### src/rtl/spi_slv_pkg.sv
package spi_slv_pkg;
  typedef struct packed {
    logic launch;
    logic sample;
  } sck_evt_t;
endpackage

### src/rtl/spi_slv_sync.sv
module spi_slv_sync #(
  parameter int                 W       = 1,
  parameter int                 STAGES  = 2,
  parameter logic [W-1:0]       RST_VAL = '0
) (
  input  logic         clk,
  input  logic         rst_n,
  input  logic [W-1:0] d_i,
  output logic [W-1:0] q_o
);
  logic [W-1:0] stg [STAGES];

  always_ff @(posedge clk or negedge rst_n) begin
    if (!rst_n) stg[0] <= RST_VAL;
    else        stg[0] <= d_i;
  end

  for (genvar s = 1; s < STAGES; s++) begin : g_stage
    always_ff @(posedge clk or negedge rst_n) begin
      if (!rst_n) stg[s] <= RST_VAL;
      else        stg[s] <= stg[s-1];
    end
  end

  assign q_o = stg[STAGES-1];
endmodule

### src/rtl/spi_slv_edge.sv
module spi_slv_edge
  import spi_slv_pkg::*;
(
  input  logic     clk,
  input  logic     rst_n,
  input  logic     sck_s,
  input  logic     phase,
  input  logic     cpol,
  output sck_evt_t evt
);
  logic sck_d;
  logic rise, fall;

  always_ff @(posedge clk or negedge rst_n) begin
    if (!rst_n) sck_d <= 1'b0;
    else        sck_d <= sck_s;
  end

  always_comb begin
    rise = sck_s & ~sck_d;
    fall = ~sck_s & sck_d;
    if (phase == cpol) begin
      evt.launch = fall;
      evt.sample = rise;
    end else begin
      evt.launch = rise;
      evt.sample = fall;
    end
  end

  // one serial clock edge is either a launch or a sample, never both
  p_one_event_r2: assert property (@(posedge clk) disable iff (!rst_n)
    $onehot0({evt.launch, evt.sample}));
endmodule

### src/rtl/spi_slv_shift.sv
module spi_slv_shift
  import spi_slv_pkg::*;
#(
  parameter int BITS = 8,
  localparam int CW = $clog2(BITS)
) (
  input  logic            clk,
  input  logic            rst_n,
  input  logic            sel_s,
  input  logic            mosi_s,
  input  logic            phase,
  input  sck_evt_t        evt,
  input  logic [BITS-1:0] load_byte,
  output logic            load,
  output logic            complete,
  output logic [BITS-1:0] rx_byte,
  output logic            miso
);
  logic [CW-1:0]   cnt, cnt_n;
  logic [BITS-1:0] txsh, txsh_n;
  logic [BITS-1:0] rxsh, rxsh_n;
  logic            sel_d;
  logic            sel_rise;

  assign sel_rise = sel_s & ~sel_d;

  always_comb begin
    cnt_n    = cnt;
    txsh_n   = txsh;
    rxsh_n   = rxsh;
    load     = 1'b0;
    complete = 1'b0;
    if (!sel_s) begin
      cnt_n = '0;
    end else begin
      if (evt.sample) begin
        rxsh_n = {rxsh[BITS-2:0], mosi_s};
        if (cnt == CW'(BITS-1)) begin
          complete = 1'b1;
          cnt_n    = '0;
        end else begin
          cnt_n = cnt + 1'b1;
        end
      end
      if (evt.launch) begin
        if (cnt != '0)  txsh_n = {txsh[BITS-2:0], 1'b1};
        else if (phase) load   = 1'b1;
      end
      if (!phase && (sel_rise || complete)) load = 1'b1;
      if (load) txsh_n = load_byte;
    end
  end

  always_ff @(posedge clk or negedge rst_n) begin
    if (!rst_n) begin
      cnt   <= '0;
      txsh  <= '1;
      rxsh  <= '0;
      sel_d <= 1'b0;
    end else begin
      cnt   <= cnt_n;
      txsh  <= txsh_n;
      rxsh  <= rxsh_n;
      sel_d <= sel_s;
    end
  end

  assign rx_byte = rxsh_n;
  assign miso    = txsh[BITS-1];

  // a released select leaves the bit count at zero
  p_abort_clears_cnt_r8: assert property (@(posedge clk) disable iff (!rst_n)
    (!sel_s && $past(!sel_s)) |-> (cnt == '0));
  // in phase 0 a new select always loads the shifter
  p_phase0_load_r7: assert property (@(posedge clk) disable iff (!rst_n)
    (sel_rise && !phase) |-> load);
endmodule

### src/rtl/spi_sync_slave.sv
module spi_sync_slave
  import spi_slv_pkg::*;
#(
  parameter int BITS      = 8,
  parameter int SYNC_STGS = 2
) (
  input  logic            clk,
  input  logic            rst_n,
  input  logic            cfg_phase,
  input  logic            cfg_cpol,
  input  logic            sck_i,
  input  logic            mosi_i,
  input  logic            ss_n_i,
  output logic            miso_o,
  output logic            miso_oe_o,
  input  logic [BITS-1:0] tx_data_i,
  input  logic            tx_wr_i,
  output logic            tx_empty_o,
  output logic [BITS-1:0] rx_data_o,
  input  logic            rx_rd_i,
  output logic            rx_full_o,
  output logic            overrun_o,
  input  logic            ovr_clr_i
);
  logic [2:0]      pins_s;
  logic            sck_s, mosi_s, sel_s;
  sck_evt_t        evt;
  logic            load, complete;
  logic [BITS-1:0] rx_byte, load_byte;
  logic [BITS-1:0] tx_buf, tx_buf_n, rx_data_n;
  logic            tx_empty_n, rx_full_n, ovr_n;

  spi_slv_sync #(.W(3), .STAGES(SYNC_STGS), .RST_VAL(3'b100)) u_sync (
    .clk(clk), .rst_n(rst_n),
    .d_i({ss_n_i, mosi_i, sck_i}),
    .q_o(pins_s)
  );

  assign sck_s  = pins_s[0];
  assign mosi_s = pins_s[1];
  assign sel_s  = ~pins_s[2];

  spi_slv_edge u_edge (
    .clk(clk), .rst_n(rst_n), .sck_s(sck_s),
    .phase(cfg_phase), .cpol(cfg_cpol), .evt(evt)
  );

  assign load_byte = tx_empty_o ? '1 : tx_buf;

  spi_slv_shift #(.BITS(BITS)) u_shift (
    .clk(clk), .rst_n(rst_n), .sel_s(sel_s), .mosi_s(mosi_s),
    .phase(cfg_phase), .evt(evt), .load_byte(load_byte),
    .load(load), .complete(complete), .rx_byte(rx_byte), .miso(miso_o)
  );

  assign miso_oe_o = sel_s;

  always_comb begin
    tx_buf_n   = tx_buf;
    tx_empty_n = tx_empty_o;
    rx_data_n  = rx_data_o;
    rx_full_n  = rx_full_o;
    ovr_n      = overrun_o;
    if (load) tx_empty_n = 1'b1;
    if (tx_wr_i) begin
      tx_buf_n   = tx_data_i;
      tx_empty_n = 1'b0;
    end
    if (rx_rd_i)   rx_full_n = 1'b0;
    if (ovr_clr_i) ovr_n     = 1'b0;
    if (complete) begin
      if (rx_full_o && !rx_rd_i) begin
        ovr_n = 1'b1;
      end else begin
        rx_data_n = rx_byte;
        rx_full_n = 1'b1;
      end
    end
  end

  always_ff @(posedge clk or negedge rst_n) begin
    if (!rst_n) begin
      tx_buf     <= '0;
      tx_empty_o <= 1'b1;
      rx_data_o  <= '0;
      rx_full_o  <= 1'b0;
      overrun_o  <= 1'b0;
    end else begin
      tx_buf     <= tx_buf_n;
      tx_empty_o <= tx_empty_n;
      rx_data_o  <= rx_data_n;
      rx_full_o  <= rx_full_n;
      overrun_o  <= ovr_n;
    end
  end

  p_rx_flag_on_complete_r3: assert property (@(posedge clk) disable iff (!rst_n)
    (complete && !rx_full_o) |=> rx_full_o);
  p_load_empties_r4: assert property (@(posedge clk) disable iff (!rst_n)
    (load && !tx_wr_i) |=> tx_empty_o);
  p_ovr_keeps_data_r6: assert property (@(posedge clk) disable iff (!rst_n)
    (complete && rx_full_o && !rx_rd_i) |=> (overrun_o && $stable(rx_data_o)));
  p_no_tx_while_idle_r9: assert property (@(posedge clk) disable iff (!rst_n)
    !miso_oe_o |-> !complete);
endmodule

### config.mk
export PLATFORM = sky130hd
export DESIGN_NAME = spi_sync_slave
export DESIGN_NICKNAME = d
export VERILOG_FILES = /design/src/rtl/spi_slv_pkg.sv /design/src/rtl/spi_slv_sync.sv /design/src/rtl/spi_slv_edge.sv /design/src/rtl/spi_slv_shift.sv /design/src/rtl/spi_sync_slave.sv
export SDC_FILE = /design/constraint.sdc
export NUM_CORES = 1
export LEC_CHECK = 0
export BUFFER_PORTS_ARGS = -buffer_cell sky130_fd_sc_hd__buf_2
export CAP_MARGIN = 0
export CORE_UTILIZATION = 35
export DETAILED_ROUTE_END_ITERATION = 8
export PLACE_DENSITY = 0.54
export SYNTH_ARGS = -nofsm -noshare
export SYNTH_HDL_FRONTEND = slang
export SYNTH_HIERARCHICAL = 1
export SYNTH_SLANG_ARGS = --single-unit
### constraint.sdc
create_clock -name clk -period 3 [get_ports clk]
set_input_delay 0.45 -clock clk [delete_from_list [all_inputs] [get_ports clk]]
set_output_delay 0.45 -clock clk [all_outputs]
set_load 0.03 [all_outputs]
==> results.txt, run 1 <==
The run finished with clean final reports. Data arrives at the worst endpoint at 2.08 ns. The detailed router placed 1,175 vias in this run. The detailed-routing iteration count for the pre-antenna-repair pass came out at 4. The fill cell instance count of the final layout is 527. Power spread over the standard cell area amounts to 596 mW/mm^2. The slack of the worst reg-to-reg path is 1.15 ns.

The overall overflow remaining after global route came out at 0. The final layout contains 196 nets. The synthesis-stage register bit count is 46. The combinational group share of total power is 0.163. The number of instances in the synthesized netlist is 144. The library cell used most frequently in the layout, excluding fill and tap cells, is sky130_fd_sc_hd__dfrtp_1. In the routed design, unresolved DRC markers number 0. The cell type with the highest aggregate area in the netlist is sky130_fd_sc_hd__dfrtp_1. The class of the most critical hold timing path is primary input to flop. The share of cells above drive strength 1 came out at 0.494.

The delay of the slowest cell on the worst path is 0.36 ns. The critical path starts at cfg_phase. The overall die height came out at 78.5 um. CTS placed an instance of sky130_fd_sc_hd__clkbuf_8 at the clock tree root.

The mapped cell area is 0.00205 sq mm. The number of global-route vias before repair is 1,246. The full die area came out at 0.00617 sq mm. At the later pin of the worst-skew pair, clock insertion delay measures 0.29 ns. The floorplan has 27 rows. The number of failing hold endpoints at the final stage came out at 0. The kind of cell with the highest combined delay along the critical path is multiplexers.

The share of the synthesized area in the top cell type is 0.427. The effective utilization at floorplan came out at 0.368. The static leakage is 1.14 nW. The switching portion of total power came out at 0.254.

The tool flagged a number of max-cap violations equal to 0. The CTS tree is yes. In this run, post-CTS hold repair placed 0 buffers.

The number of antenna diodes in the final layout is 0. In the layout the commonest cells are sky130_fd_sc_hd__dfrtp_1 (35), sky130_fd_sc_hd__buf_2 (30), sky130_fd_sc_hd__mux2_2 (16). The count of input and output buffers is 30. The peak clock frequency supported by timing is 526 MHz. In this run the tightest slew margin relative to its limit is 0.335.

After detailed routing, the number of vias per cell comes to 4.74. Traced cell by cell, the critical path runs through buf_2 > xnor2_2 > mux2i_1 > buf_4 > nand2_1 > mux2_2 > mux2_4. The count of nets left with antenna violations after detail routing is 0. The H-tree was split into 2 levels. Routability-driven placement finished with a final weighted congestion of 0.716. The wire length of the first global-routing pass came out at 6000 um.

The top-level I/O count is 31. The clock sink count came out at 46. The clock arrives with 0.0122 ns of skew. The die span in x came out at 78.5 um.

The number of buffer and inverter stages on the critical path came out at 2. The total negative slack for setup checks is 0 ns. The Yosys warning count is 6. Detailed placement finished with a half-perimeter wire length of 2360 um. The worst IR drop on VDD came out at 0.360 mV. In the finished design, the share of the clock period the worst path needs comes to 0.634. The share of total power in sequential cells is 0.561. After synthesis, the mean cell area works out to 14.2 sq um. Setup repair after global routing left no endpoint under its margin. The slew of the pin with the lowest slew margin came out at 0.997 ns.

The total area inside the core boundary comes to 0.00557 sq mm. Counting distinct cell types in the post-synthesis netlist gives 32. The post-CTS setup repair buffer count came out at 0.

The kind of critical path is primary input to flop. The total detailed-routing wirelength came out at 3470 um. The minimum clock period came out at 1.90 ns. The number of antenna violations at the first check in global routing is 0.

The final design utilization is 0.419. The worst-path cell with the longest stage delay is sky130_fd_sc_hd__mux2_2. The worst setup path is captured at a flop. The data required time of the critical path came out at 3.17 ns. The initial DRC count came out at 71. The relative area change from synthesis to final layout came out at 13.8%. The maximum number of pins on one net before global-route repair is 47. The sequential element share of the synthesized area came out at 0.568. The total routing usage reported by global routing came out at 0.126. After detailed routing, the average wire length per cell comes to 14.0 um.

The startpoint of the worst-slack reg-to-reg timing path is u_sync/q_o[0]. The start point of the worst hold path is ss_n_i. The post-cts gate resize count is 0. The worst setup path is launched from a primary input. By area the synthesized netlist is led by sky130_fd_sc_hd__dfrtp_1 (43%), sky130_fd_sc_hd__dfstp_2 (14%), sky130_fd_sc_hd__mux2_2 (8.8%). The number of buffers created by CTS is 5. The maximum number of buffers from clock root to sink came out at 2. Clock-pin slew was measured on the worst setup and hold paths at 0.08 ns. The maximum fanout along the worst path came out at 11. For this design the total switching power over the nets is 0.000353 W.

The final-report setup violation count came out at 0. The share of total power dissipated in the clock network is 0.276. The cell-internal power is 0.00104 W. The number of nets in the synthesized netlist is 165. The number of slew-limit violations in the final report came out at 0.
[kinds of logic (layout without fill, tap and decap cells)]
kind of cell	after synthesis	after routing	share of synthesized area
multiplexers	28	28	0.166
AND/OR/NAND/NOR	26	26	0.0818
flip-flops	46	46	0.568
AO/OA/AOI/OAI	19	19	0.104
buffers and inverters	20	52	0.0500
adder cells (fa/ha/maj)	3	3	0.0183
XOR/XNOR	2	2	0.0122
[state kept, by name, summed over array words and instances (netlist names)]
name / cells
tx_empty_o: 1
u_shift/sel_d: 1
tx_buf: 8
u_shift/txsh: 8
u_edge/sck_d: 1
u_shift/rxsh: 8
u_sync/q_o: 3
rx_full_o: 1
overrun_o: 1
u_shift/cnt: 3
rx_data_o: 8
u_sync/stg: 3
[power by group through the flow]
stage | registers (W) | logic (W) | clock network, W
after global placement | 0.000788 | 0.000220 | 0
after floorplan | 0.000787 | 0.000168 | 0
after CTS | 0.000782 | 0.000232 | 0.000398
after detailed placement | 0.000793 | 0.000229 | 0
final | 0.000781 | 0.000227 | 0.000384
after global routing | 0.000793 | 0.000253 | 0.000431
[routing by layer]
layer  wire length (um)  vias to the layer above  global-route usage
met5                  0                        -                   0
met4                 25                        0              0.0333
met3                132                        4              0.0419
met2               1700                       18               0.202
met1               1610                      589               0.164
li1                   -                      564                   -
[path summary, 6_finish.rpt]
path                       cells after the start       endpoint
min in group asynchronous                      1   u_edge/sck_d
max in group asynchronous                      1      tx_buf[0]
hold reg to reg                                0  u_sync/q_o[1]
hold / removal                                 1  u_sync/stg[5]
setup / recovery                               7   rx_data_o[1]
setup reg to reg                               6   rx_data_o[1]
[final cells by class]
cell class | instances | area [sq um] | area share
inverters | 13 | 48.8 | 0.0209
multi-input cells | 78 | 783 | 0.335
flip-flops and latches | 46 | 1160 | 0.499
clock buffers | 8 | 90.1 | 0.0386
well taps | 72 | 90.1 | 0.0386
repair buffers | 31 | 158 | 0.0675
[through the flow]
step	total power (W)	hold slack (ns)	std cells	worst slack (ns)	area [sq um]
after CTS	0.00141	0.242	248	1.09	2330
after floorplan	0.000955	0.154	144	1.11	2050
final	0.00139	0.249	248	1.10	2330
after global routing	0.00148	0.241	248	0.998	2330
after global placement	0.00101	0.334	240	0.820	2240
after detailed placement	0.00102	0.337	240	0.809	2240
[Yosys cell counts]
master                      instances
sky130_fd_sc_hd__xnor2_2            1
sky130_fd_sc_hd__o2111ai_1          7
sky130_fd_sc_hd__nand2_1            3
sky130_fd_sc_hd__nand2b_4           1
sky130_fd_sc_hd__inv_1             12
sky130_fd_sc_hd__buf_6              2
sky130_fd_sc_hd__and2_1             2
sky130_fd_sc_hd__buf_2              1
sky130_fd_sc_hd__nor3b_1            1
sky130_fd_sc_hd__buf_1              1
sky130_fd_sc_hd__a21boi_4           1
sky130_fd_sc_hd__or2_2              8
sky130_fd_sc_hd__mux2_4             8
sky130_fd_sc_hd__ha_1               3
sky130_fd_sc_hd__nor2_1             2
sky130_fd_sc_hd__mux2i_1            4
sky130_fd_sc_hd__a2bb2oi_4          1
sky130_fd_sc_hd__nand2b_1           4
sky130_fd_sc_hd__buf_4              3
sky130_fd_sc_hd__xor2_1             1
sky130_fd_sc_hd__dfstp_2           11
sky130_fd_sc_hd__dfrtp_1           35
sky130_fd_sc_hd__nand2_4            1
sky130_fd_sc_hd__nor2b_1            2
sky130_fd_sc_hd__and4b_1            1
sky130_fd_sc_hd__o22ai_1            1
sky130_fd_sc_hd__o221a_1            7
sky130_fd_sc_hd__mux2_2            16
sky130_fd_sc_hd__inv_2              1
sky130_fd_sc_hd__and3_1             1
sky130_fd_sc_hd__o22a_1             1
sky130_fd_sc_hd__o22ai_2            1
(Power assumes the default switching activity.)
==> run 2: changes to the inputs <==
--- a/config.mk
+++ b/config.mk
@@ -5,6 +5,7 @@
 export SDC_FILE = /design/constraint.sdc
 export NUM_CORES = 1
 export LEC_CHECK = 0
+export ABC_AREA = 1
 export BUFFER_PORTS_ARGS = -buffer_cell sky130_fd_sc_hd__buf_2
 export CAP_MARGIN = 0
 export CORE_UTILIZATION = 35
==> constraint.sdc (replaced) <==
create_clock -name clk -period 2 [get_ports clk]
set_input_delay 0.3 -clock clk [delete_from_list [all_inputs] [get_ports clk]]
set_output_delay 0.3 -clock clk [all_outputs]
set_load 0.03 [all_outputs]
==> run 2 against run 1 <==
  * Via count is 32% higher
  * Combinational power rose by 64%
  * Worst hold slack got worse by 0.15 ns
  * Largest power group unchanged
  * Critical path type is now flop to flop
  * Non-clock buffer count is 3 higher
  * Worst setup slack worse by 0.73 ns
  * Flip-flop and latch count did not move
  * Synthesized cell count up 63%
  * Critical path depth rose by 2
  * Cell count grew 38%
  * Wire length increased by 11%
==> results.txt, run 2 <==
The share of the synthesized area in the top cell type was 0.426 (was 0.427). The number of failing hold endpoints at the final stage is 0 (unchanged). The detailed-routing iteration count for the pre-antenna-repair pass is 4 (unchanged). The effective utilization at floorplan came out at 0.369 (was 0.368). The count of input and output buffers is 30 (unchanged). The vias after detailed routing is 1,548 (was 1,175). The fraction of the cycle the final worst path needs is 0.814. The nature of the critical path endpoint is a flop (unchanged). The area used by sequential logic in the layout came out at 0.00116 sq mm (unchanged).

The start point of the worst hold path is ss_n_i (unchanged). The final-report setup violation count is 0 (unchanged). The highest signal layer in the routed design is met4 (unchanged).

The worst hold margin came out at 0.0970 ns (was 0.249 ns). The distinct cell type count of the synthesized netlist came out at 19 (was 32). The footprint of the multi-input gates is 729 sq um (was 783 sq um). The count of max-cap constraint violations came out at 0 (unchanged). The total half-perimeter wirelength after legalization and detailed placement is 2810 um (was 2360 um). The endpoint of the lowest-slack register-to-register path is rx_data_o[4] (was rx_data_o[1]). The clock sink count is 46 (unchanged).

The depth of the CTS H-tree came to 2 (unchanged). The overall power was 0.00212 W (was 0.00139 W). The number of antenna violations at the first check in global routing is 0 (unchanged).

The source-to-sink clock delay at the later pin of the worst-skew pair was 0.30 ns (was 0.29 ns). The number of flops mapped to enable cells by yosys came to 0 (unchanged). The most used standard cell by instance count after synthesis is sky130_fd_sc_hd__nand2_1 (was sky130_fd_sc_hd__dfrtp_1). The CTS tree is yes (unchanged). The count of nets left with antenna violations after detail routing came to 0 (unchanged).

The wire length of the first global-routing pass came to 6670 um (was 6000 um). The library cell used as clock root buffer is sky130_fd_sc_hd__clkbuf_8 (unchanged). The full die area came out at 0.00618 sq mm (was 0.00617 sq mm). The data arrival time of the critical path is 1.82 ns (was 2.08 ns). The final design utilization is 0.427 (was 0.419).

The mapped cell area came out at 0.00206 sq mm (was 0.00205 sq mm). The average footprint of a synthesized cell came out at 8.75 sq um (was 14.2 sq um). The startpoint kind of the worst setup timing path is a flop (was primary input). The peak clock frequency supported by timing is 614 MHz. The detail-routed via count per cell is 4.53 (was 4.74). The data required time of the critical path is 2.19 ns (was 3.17 ns). The average wire length per cell after detail routing is 11.2 um (was 14.0 um). The kind of critical path was flop to flop (was primary input to flop). The placed cell count came to 333 (was 240). The dominant register cell in the synthesized netlist is sky130_fd_sc_hd__dfrtp_1 (unchanged).

The worst IR drop on VDD came out at 0.337 mV (was 0.360 mV). The maximum fanout along the worst path came to 8 (was 11). The total routed wire length on the met1 layer came out at 1910 um (was 1610 um).

The antenna cell count came out at 0 (unchanged). The cell type with the highest aggregate area in the netlist was sky130_fd_sc_hd__dfrtp_1 (unchanged). The count of cells along the worst hold path is 1 (unchanged). The class of the most critical hold timing path is primary input to flop (unchanged).

The slack of the worst reg-to-reg path is 0.37 ns (was 1.15 ns). The remaining design rule violation count came out at 0 (unchanged). The placer congestion estimate came out at 0.726 (was 0.716). Unrepaired setup endpoints after global routing: no (unchanged). The total negative slack for setup checks came out at 0 ns (unchanged). Leading cell types by count after synthesis: sky130_fd_sc_hd__nand2_1 (83), sky130_fd_sc_hd__dfrtp_1 (35), sky130_fd_sc_hd__nand3_1 (35) (was sky130_fd_sc_hd__dfrtp_1 (35), sky130_fd_sc_hd__mux2_2 (16), sky130_fd_sc_hd__inv_1 (12)). The number of global-route vias before repair came out at 1,427 (was 1,246).

The sink of the worst hold path is u_sync/stg[5] (unchanged). Subtracting the final worst setup slack from the clock period gives 1.63 ns. The fill cell instance count of the final layout came out at 574 (was 527). The overall overflow remaining after global route is 0 (unchanged). Most frequent cells in the layout: sky130_fd_sc_hd__nand2_1 (83), sky130_fd_sc_hd__nand3_1 (35), sky130_fd_sc_hd__dfrtp_1 (35) (was sky130_fd_sc_hd__dfrtp_1 (35), sky130_fd_sc_hd__buf_2 (30), sky130_fd_sc_hd__mux2_2 (16)). Result of the run: completed (unchanged). The relative slew slack came to 0.667 (was 0.335).

The post-CTS setup repair buffer count is 0 (unchanged). The static leakage is 1.30 nW (was 1.14 nW). The worst clock skew is 0.00274 ns (was 0.0122 ns).

The maximum number of pins on one net before global-route repair came out at 27 (was 47). The number of slew-limit violations in the final report is 0 (unchanged). The overall die height came out at 78.6 um (was 78.5 um). The sequential element share of the synthesized area is 0.567 (was 0.568). The most common library cell in the layout ignoring fill and taps is sky130_fd_sc_hd__nand2_1 (was sky130_fd_sc_hd__dfrtp_1). The relative area change from synthesis to final layout is 15.8% (was 13.8%). The placeable core region is 0.00557 sq mm (unchanged).

The Yosys warning count was 6 (unchanged). The final layout net count is 290 (was 196). The total detailed-routing wirelength came out at 3840 um (was 3470 um). The maximum number of buffers from clock root to sink came out at 2 (unchanged). The initial DRC count is 62 (was 71).

The count of placed standard cells in the final layout, fillers left out is 342 (was 248). The slew of the pin with the lowest slew margin came out at 0.500 ns (was 0.997 ns). The die span in x came out at 78.6 um (was 78.5 um). The total routing usage reported by global routing came out at 0.141 (was 0.126). Top cells by area in the synthesized netlist: sky130_fd_sc_hd__dfrtp_1 (43%), sky130_fd_sc_hd__nand2_1 (15%), sky130_fd_sc_hd__dfstp_2 (14%) (was sky130_fd_sc_hd__dfrtp_1 (43%), sky130_fd_sc_hd__dfstp_2 (14%), sky130_fd_sc_hd__mux2_2 (8.8%)).

The clock input transition at the sequential cells of the worst setup and hold paths is 0.08 ns (about the same). The share of cells above drive strength 1 came out at 0.222 (was 0.494). The share of async-settable or async-resettable flops after synthesis is 1.00 (unchanged). The startpoint of the worst-slack reg-to-reg timing path is u_sync/q_o[0] (unchanged).

The met2 routed wirelength is 1750 um (was 1700 um). The total nets after synthesis is 256 (was 165). The number of rows in the core area is 27 (unchanged). The synthesis-stage register bit count came out at 46 (unchanged). The number of instances in the synthesized netlist is 235 (was 144).

The routed length on met3 was 116 um (was 132 um). The count of cells along the worst register-to-register path came out at 9 (was 6). The ratio of total power to cell area is 891 mW/mm^2 (was 596 mW/mm^2).

The number of buffers created by CTS came out at 5 (unchanged). The top-level I/O count came out at 31 (unchanged).
run 2: changes by cell type after synthesis, sizes merged, moves of 2 or more:
| cell | before | now |
|---|---|---|
| and2 | 2 | 0 |
| nand3 | 0 | 38 |
| nor2 | 2 | 5 |
| o21ai | 0 | 17 |
| o2111ai | 7 | 0 |
| mux2i | 4 | 0 |
| inv | 13 | 28 |
| or2 | 8 | 1 |
| nand2b | 5 | 0 |
| mux2 | 24 | 0 |
| o221a | 7 | 0 |
| nor2b | 2 | 0 |
| nand2 | 4 | 87 |
run 2: worst max path at each step:
| stage | start | end | slack, ns | depth (start not counted) |
|---|---|---|---|---|
| floorplan | u_sync/q_o[2] | rx_data_o[1] | 0.36 | 8 |
| global route | u_sync/q_o[0] | rx_data_o[4] | 0.18 | 9 |
| global placement | cfg_phase | rx_data_o[6] | 0.40 | 10 |
| finish | u_sync/q_o[0] | rx_data_o[4] | 0.37 | 9 |
| CTS | u_sync/q_o[0] | rx_data_o[4] | 0.37 | 9 |
| detailed placement | cfg_phase | rx_data_o[5] | 0.34 | 10 |
run 2: layer usage:
metal  vias up  track usage
met3         7       0.0349
met5         -            0
met4         0       0.0667
met2        19        0.210
met1       717        0.193
li1        805            -
run 2: logic make-up (layout without fill, tap and decap cells):
logic type                 after synthesis  count (layout)  share of synthesized area
buffers and inverters                   35              70                     0.0785
AOI/OAI and AO/OA                       18              18                     0.0444
adders and majority gates                3               3                     0.0183
DFF                                     46              46                      0.567
and+or+nand+nor                        133             133                      0.292
run 2: through the flow:
step,instance area (sq um),worst slack [ns]
6_report,2380,0.372
5_1_grt,2380,0.177
4_1_cts,2380,0.369
3_5_place_dp,2270,0.339
3_3_place_gp,2270,0.401
2_1_floorplan,2060,0.356
run 2: final cells by class:
cell class              instances  area share
clock inverters                 2     0.00526
well taps                      72      0.0379
repair buffers                 34      0.0820
inverters                      28      0.0442
multi-input cells             154       0.307
clock buffers                   6      0.0347
flip-flops and latches         46       0.489
run 2: worst max-delay path, stage by stage, from the launching register on:
cell                      delay [ns]
sky130_fd_sc_hd__dfrtp_1        0.38
sky130_fd_sc_hd__inv_1          0.05
sky130_fd_sc_hd__nor2_1         0.12
sky130_fd_sc_hd__nand3_1        0.09
sky130_fd_sc_hd__nand2_1        0.12
sky130_fd_sc_hd__nand2_1        0.13
sky130_fd_sc_hd__nor2_1         0.30
sky130_fd_sc_hd__nand2_2        0.19
sky130_fd_sc_hd__nand2_1        0.10
sky130_fd_sc_hd__nand2_1        0.05
run 2: power by group:
part | internal, W | switching, W | leakage, nW
sequential | 0.00111 | 0.0000579 | 0.564
combinational | 0.000136 | 0.000237 | 0.685
clock | 0.000278 | 0.000303 | 0.0472
total | 0.00152 | 0.000597 | 1.30
run 2: timing repair:
item,in CTS,in global routing
resized for setup,0,0
hold buffers,1,0
hold endpoints to repair,14,0
==> run 3: changes to the inputs <==
--- a/config.mk
+++ b/config.mk
@@ -10,7 +10,7 @@
 export CAP_MARGIN = 0
 export CORE_UTILIZATION = 35
 export DETAILED_ROUTE_END_ITERATION = 8
-export PLACE_DENSITY = 0.54
+export PLACE_DENSITY = 0.56
 export SYNTH_ARGS = -nofsm -noshare
 export SYNTH_HDL_FRONTEND = slang
 export SYNTH_HIERARCHICAL = 1
==> constraint.sdc (replaced) <==
create_clock -name clk -period 1.4 [get_ports clk]
set_input_delay 0.21 -clock clk [delete_from_list [all_inputs] [get_ports clk]]
set_output_delay 0.21 -clock clk [all_outputs]
set_load 0.03 [all_outputs]
==> run 3 against run 2 <==
  * The run now ends with setup timing left
  * Clock power up 68%
  * Critical path depth down 1
  * Clock skew up 0.0041 ns
  * Core utilization up 7.5 points
  * Non-clock buffer count up 15
  * Register-to-register slack worse by 0.42 ns
==> results.txt, run 3 (synthesis results as in run 2) <==
The total detailed-routing wirelength came out at 4140 um (was 3840 um). The class of the most critical hold timing path is primary input to flop (unchanged). The maximum fanout along the worst path came out at 5 (was 8). The combinational group share of total power came out at 0.206 (was 0.176). The antenna cell count came to 0 (unchanged). Most frequent cells in the layout: sky130_fd_sc_hd__nand2_1 (59), sky130_fd_sc_hd__dfrtp_1 (35), sky130_fd_sc_hd__buf_2 (29) (was sky130_fd_sc_hd__nand2_1 (83), sky130_fd_sc_hd__nand3_1 (35), sky130_fd_sc_hd__dfrtp_1 (35)).

The setup slack after layout is -0.0459 ns (was 0.372 ns). The depth of the CTS H-tree is 2 (unchanged). The part of the total power dissipated in the clock network is 0.291 (was 0.274).

The most common library cell in the layout ignoring fill and taps is sky130_fd_sc_hd__nand2_1 (unchanged). The peak clock frequency supported by timing is 692 MHz (was 614 MHz). The kind of critical path is flop to flop (unchanged). The clock input transition at the sequential cells of the worst setup and hold paths came out at 0.09 ns (was 0.08 ns).

The overall overflow remaining after global route is 0 (unchanged). The share of cells above drive strength 1 is 0.418 (was 0.222). The count of placed standard cells in the final layout, fillers left out is 359 (was 342). The vias after detailed routing is 1,613 (was 1,548). The switching portion of total power came out at 0.284 (was 0.282). The startpoint of the worst-slack reg-to-reg timing path is u_sync/q_o[0] (unchanged). The minimum clock period came out at 1.45 ns (was 1.63 ns). The detailed-routing iteration count for the pre-antenna-repair pass is 4 (unchanged). The number of rows in the core area is 27 (unchanged). The number of buffers created by CTS came out at 5 (unchanged).

The total negative slack for setup checks was -0.300 ns (was 0 ns). The source-to-sink clock delay at the later pin of the worst-skew pair came out at 0.29 ns (was 0.30 ns). The switching power total came out at 0.000948 W (was 0.000597 W). The fraction of the cycle the final worst path needs is 1.03 (was 0.814). The die span in x is 78.6 um (unchanged).

The worst IR drop on VDD is 0.623 mV (was 0.337 mV). The nature of the critical path endpoint is a flop (unchanged). The startpoint kind of the worst setup timing path is a flop (unchanged). The remaining design rule violation count is 0 (unchanged). The start point of the worst hold path is sck_i (was ss_n_i). The full die area was 0.00618 sq mm (unchanged). The average wire length per cell after detail routing was 11.5 um (was 11.2 um). The slew of the pin with the lowest slew margin is 0.262 ns (was 0.500 ns). The endpoint of the lowest-slack register-to-register path is rx_data_o[2] (was rx_data_o[4]). The placer congestion estimate is 0.737 (was 0.726). The number of slew-limit violations in the final report is 0 (unchanged). The number of antenna violations at the first check in global routing is 0 (unchanged). The placeable core region came out at 0.00557 sq mm (unchanged). The relative slew slack is 0.824 (was 0.667). The maximum number of pins on one net before global-route repair is 47 (was 27). The static leakage came to 1.44 nW (was 1.30 nW). The number of failing hold endpoints at the final stage came out at 0 (unchanged).

The fill cell instance count of the final layout is 538 (was 574). The count of cells along the worst register-to-register path is 8 (was 9). The startpoint of the most critical setup path is u_sync/q_o[0] (unchanged). The relative area change from synthesis to final layout is 36.0% (was 15.8%). The initial DRC count came out at 55 (was 62). The overall die height is 78.6 um (unchanged). The maximum number of buffers from clock root to sink came out at 2 (unchanged). The slack of the worst reg-to-reg path is -0.05 ns (was 0.37 ns). The clock sink count is 46 (unchanged).

Unrepaired setup endpoints after global routing: yes (was no). Result of the run: finished with violations (was completed). The CTS tree was yes (unchanged).

The final design utilization came to 0.502 (was 0.427). The share of total power in sequential cells is 0.503 (was 0.551). The wire length of the first global-routing pass is 6920 um (was 6670 um). The count of max-cap constraint violations was 0 (unchanged). The total half-perimeter wirelength after legalization and detailed placement came out at 2710 um (was 2810 um). The end point of the critical path is rx_data_o[2] (was rx_data_o[4]).

The worst clock skew came out at 0.00680 ns (was 0.00274 ns). The count of nets left with antenna violations after detail routing came to 0 (unchanged). The placed cell count was 341 (was 333). The final reports fail on setup timing.

The final layout net count is 307 (was 290). The top-level I/O count came to 31 (unchanged). The ratio of total power to cell area came out at 1190 mW/mm^2 (was 891 mW/mm^2). The cell-internal power came out at 0.00239 W (was 0.00152 W). The count of input and output buffers was 30 (unchanged). The total routing usage reported by global routing is 0.147 (was 0.141).

The final-report setup violation count came to 16 (was 0). The library cell used as clock root buffer is sky130_fd_sc_hd__clkbuf_8 (unchanged). The effective utilization at floorplan is 0.369 (unchanged). The data required time of the critical path is 1.64 ns (was 2.19 ns). The detail-routed via count per cell is 4.49 (was 4.53). The data arrival time of the critical path is 1.68 ns (was 1.82 ns). The number of global-route vias before repair came out at 1,491 (was 1,427).
==> run 3: changes by cell type in the layout (fill, tap and decap cells not counted), sizes merged <==
cell / before / now
buf: 33 / 46
bufinv: 0 / 1
clkinv: 1 / 0
clkinvlp: 1 / 2
dlygate4sd3: 1 / 3
inv: 28 / 27
nand3: 38 / 40
==> run 3: worst min path at each step <==
| stage | to | slack, ns | depth (start not counted) |
|---|---|---|---|
| after floorplan | overrun_o | -0.09 | 0 |
| after global routing | u_sync/stg[3] | 0.01 | 1 |
| after detailed placement | overrun_o | 0.21 | 2 |
| after global placement | overrun_o | 0.21 | 2 |
| after CTS | u_sync/stg[4] | 0.002 | 1 |
| final | u_sync/stg[3] | 0.03 | 1 |
==> run 3: what timing repair did <==
item                                   CTS  global route
setup endpoints to repair               20            25
endpoints found under the hold margin   36             1
pin swaps                               13            16
hold buffers                             2             1
gates resized for setup                 21            41
buffers inserted                         3             3
cloned                                   2             0
==> run 3: area by class of cell <==
cell class              instances  area, sq um  share of cell area
clock buffers                   6         72.6              0.0260
clock inverters                 2         37.5              0.0134
inverters                      28          116              0.0416
multi-input cells             156          968               0.346
flip-flops and latches         46         1160               0.417
well taps                      72         90.1              0.0322
repair buffers                 49          347               0.124
==> run 3: metal layers <==
layer  share of wire  vias up  global-route usage
met2            0.48       18               0.214
met3           0.025        4              0.0395
met5               0        -                   0
met1            0.48      748               0.200
li1                -      843                   -
met4           0.011        0              0.0722
==> run 3: stage by stage <==
step	cell area [sq um]	hold WS [ns]	setup WS, ns	power, W
detailed placement	2350	0.210	-0.131	0.00226
floorplan	2080	-0.0856	-0.144	0.00209
global route	2800	0.0115	-0.169	0.00355
finish	2800	0.0255	-0.0459	0.00334
CTS	2600	0.00159	-0.0400	0.00329
global placement	2350	0.208	-0.0904	0.00225
==> run 3: worst max-delay path, stage by stage (launching register included) <==
cell                      delay [ns]
sky130_fd_sc_hd__dfrtp_1        0.43
sky130_fd_sc_hd__nor2_4         0.16
sky130_fd_sc_hd__nand3_2        0.09
sky130_fd_sc_hd__nand2_4        0.11
sky130_fd_sc_hd__nand2_4        0.08
sky130_fd_sc_hd__nor2_4         0.19
sky130_fd_sc_hd__buf_4          0.16
sky130_fd_sc_hd__nand3_1        0.08
sky130_fd_sc_hd__nand2_1        0.09
==> run 3: power groups by stage <==
stage               clock (W)  combinational (W)  sequential [W]
floorplan                   0           0.000370         0.00172
global placement            0           0.000555         0.00170
detailed placement          0           0.000558         0.00170
CTS                   0.00101           0.000608         0.00168
global route          0.00106           0.000785         0.00170
finish               0.000973           0.000689         0.00168
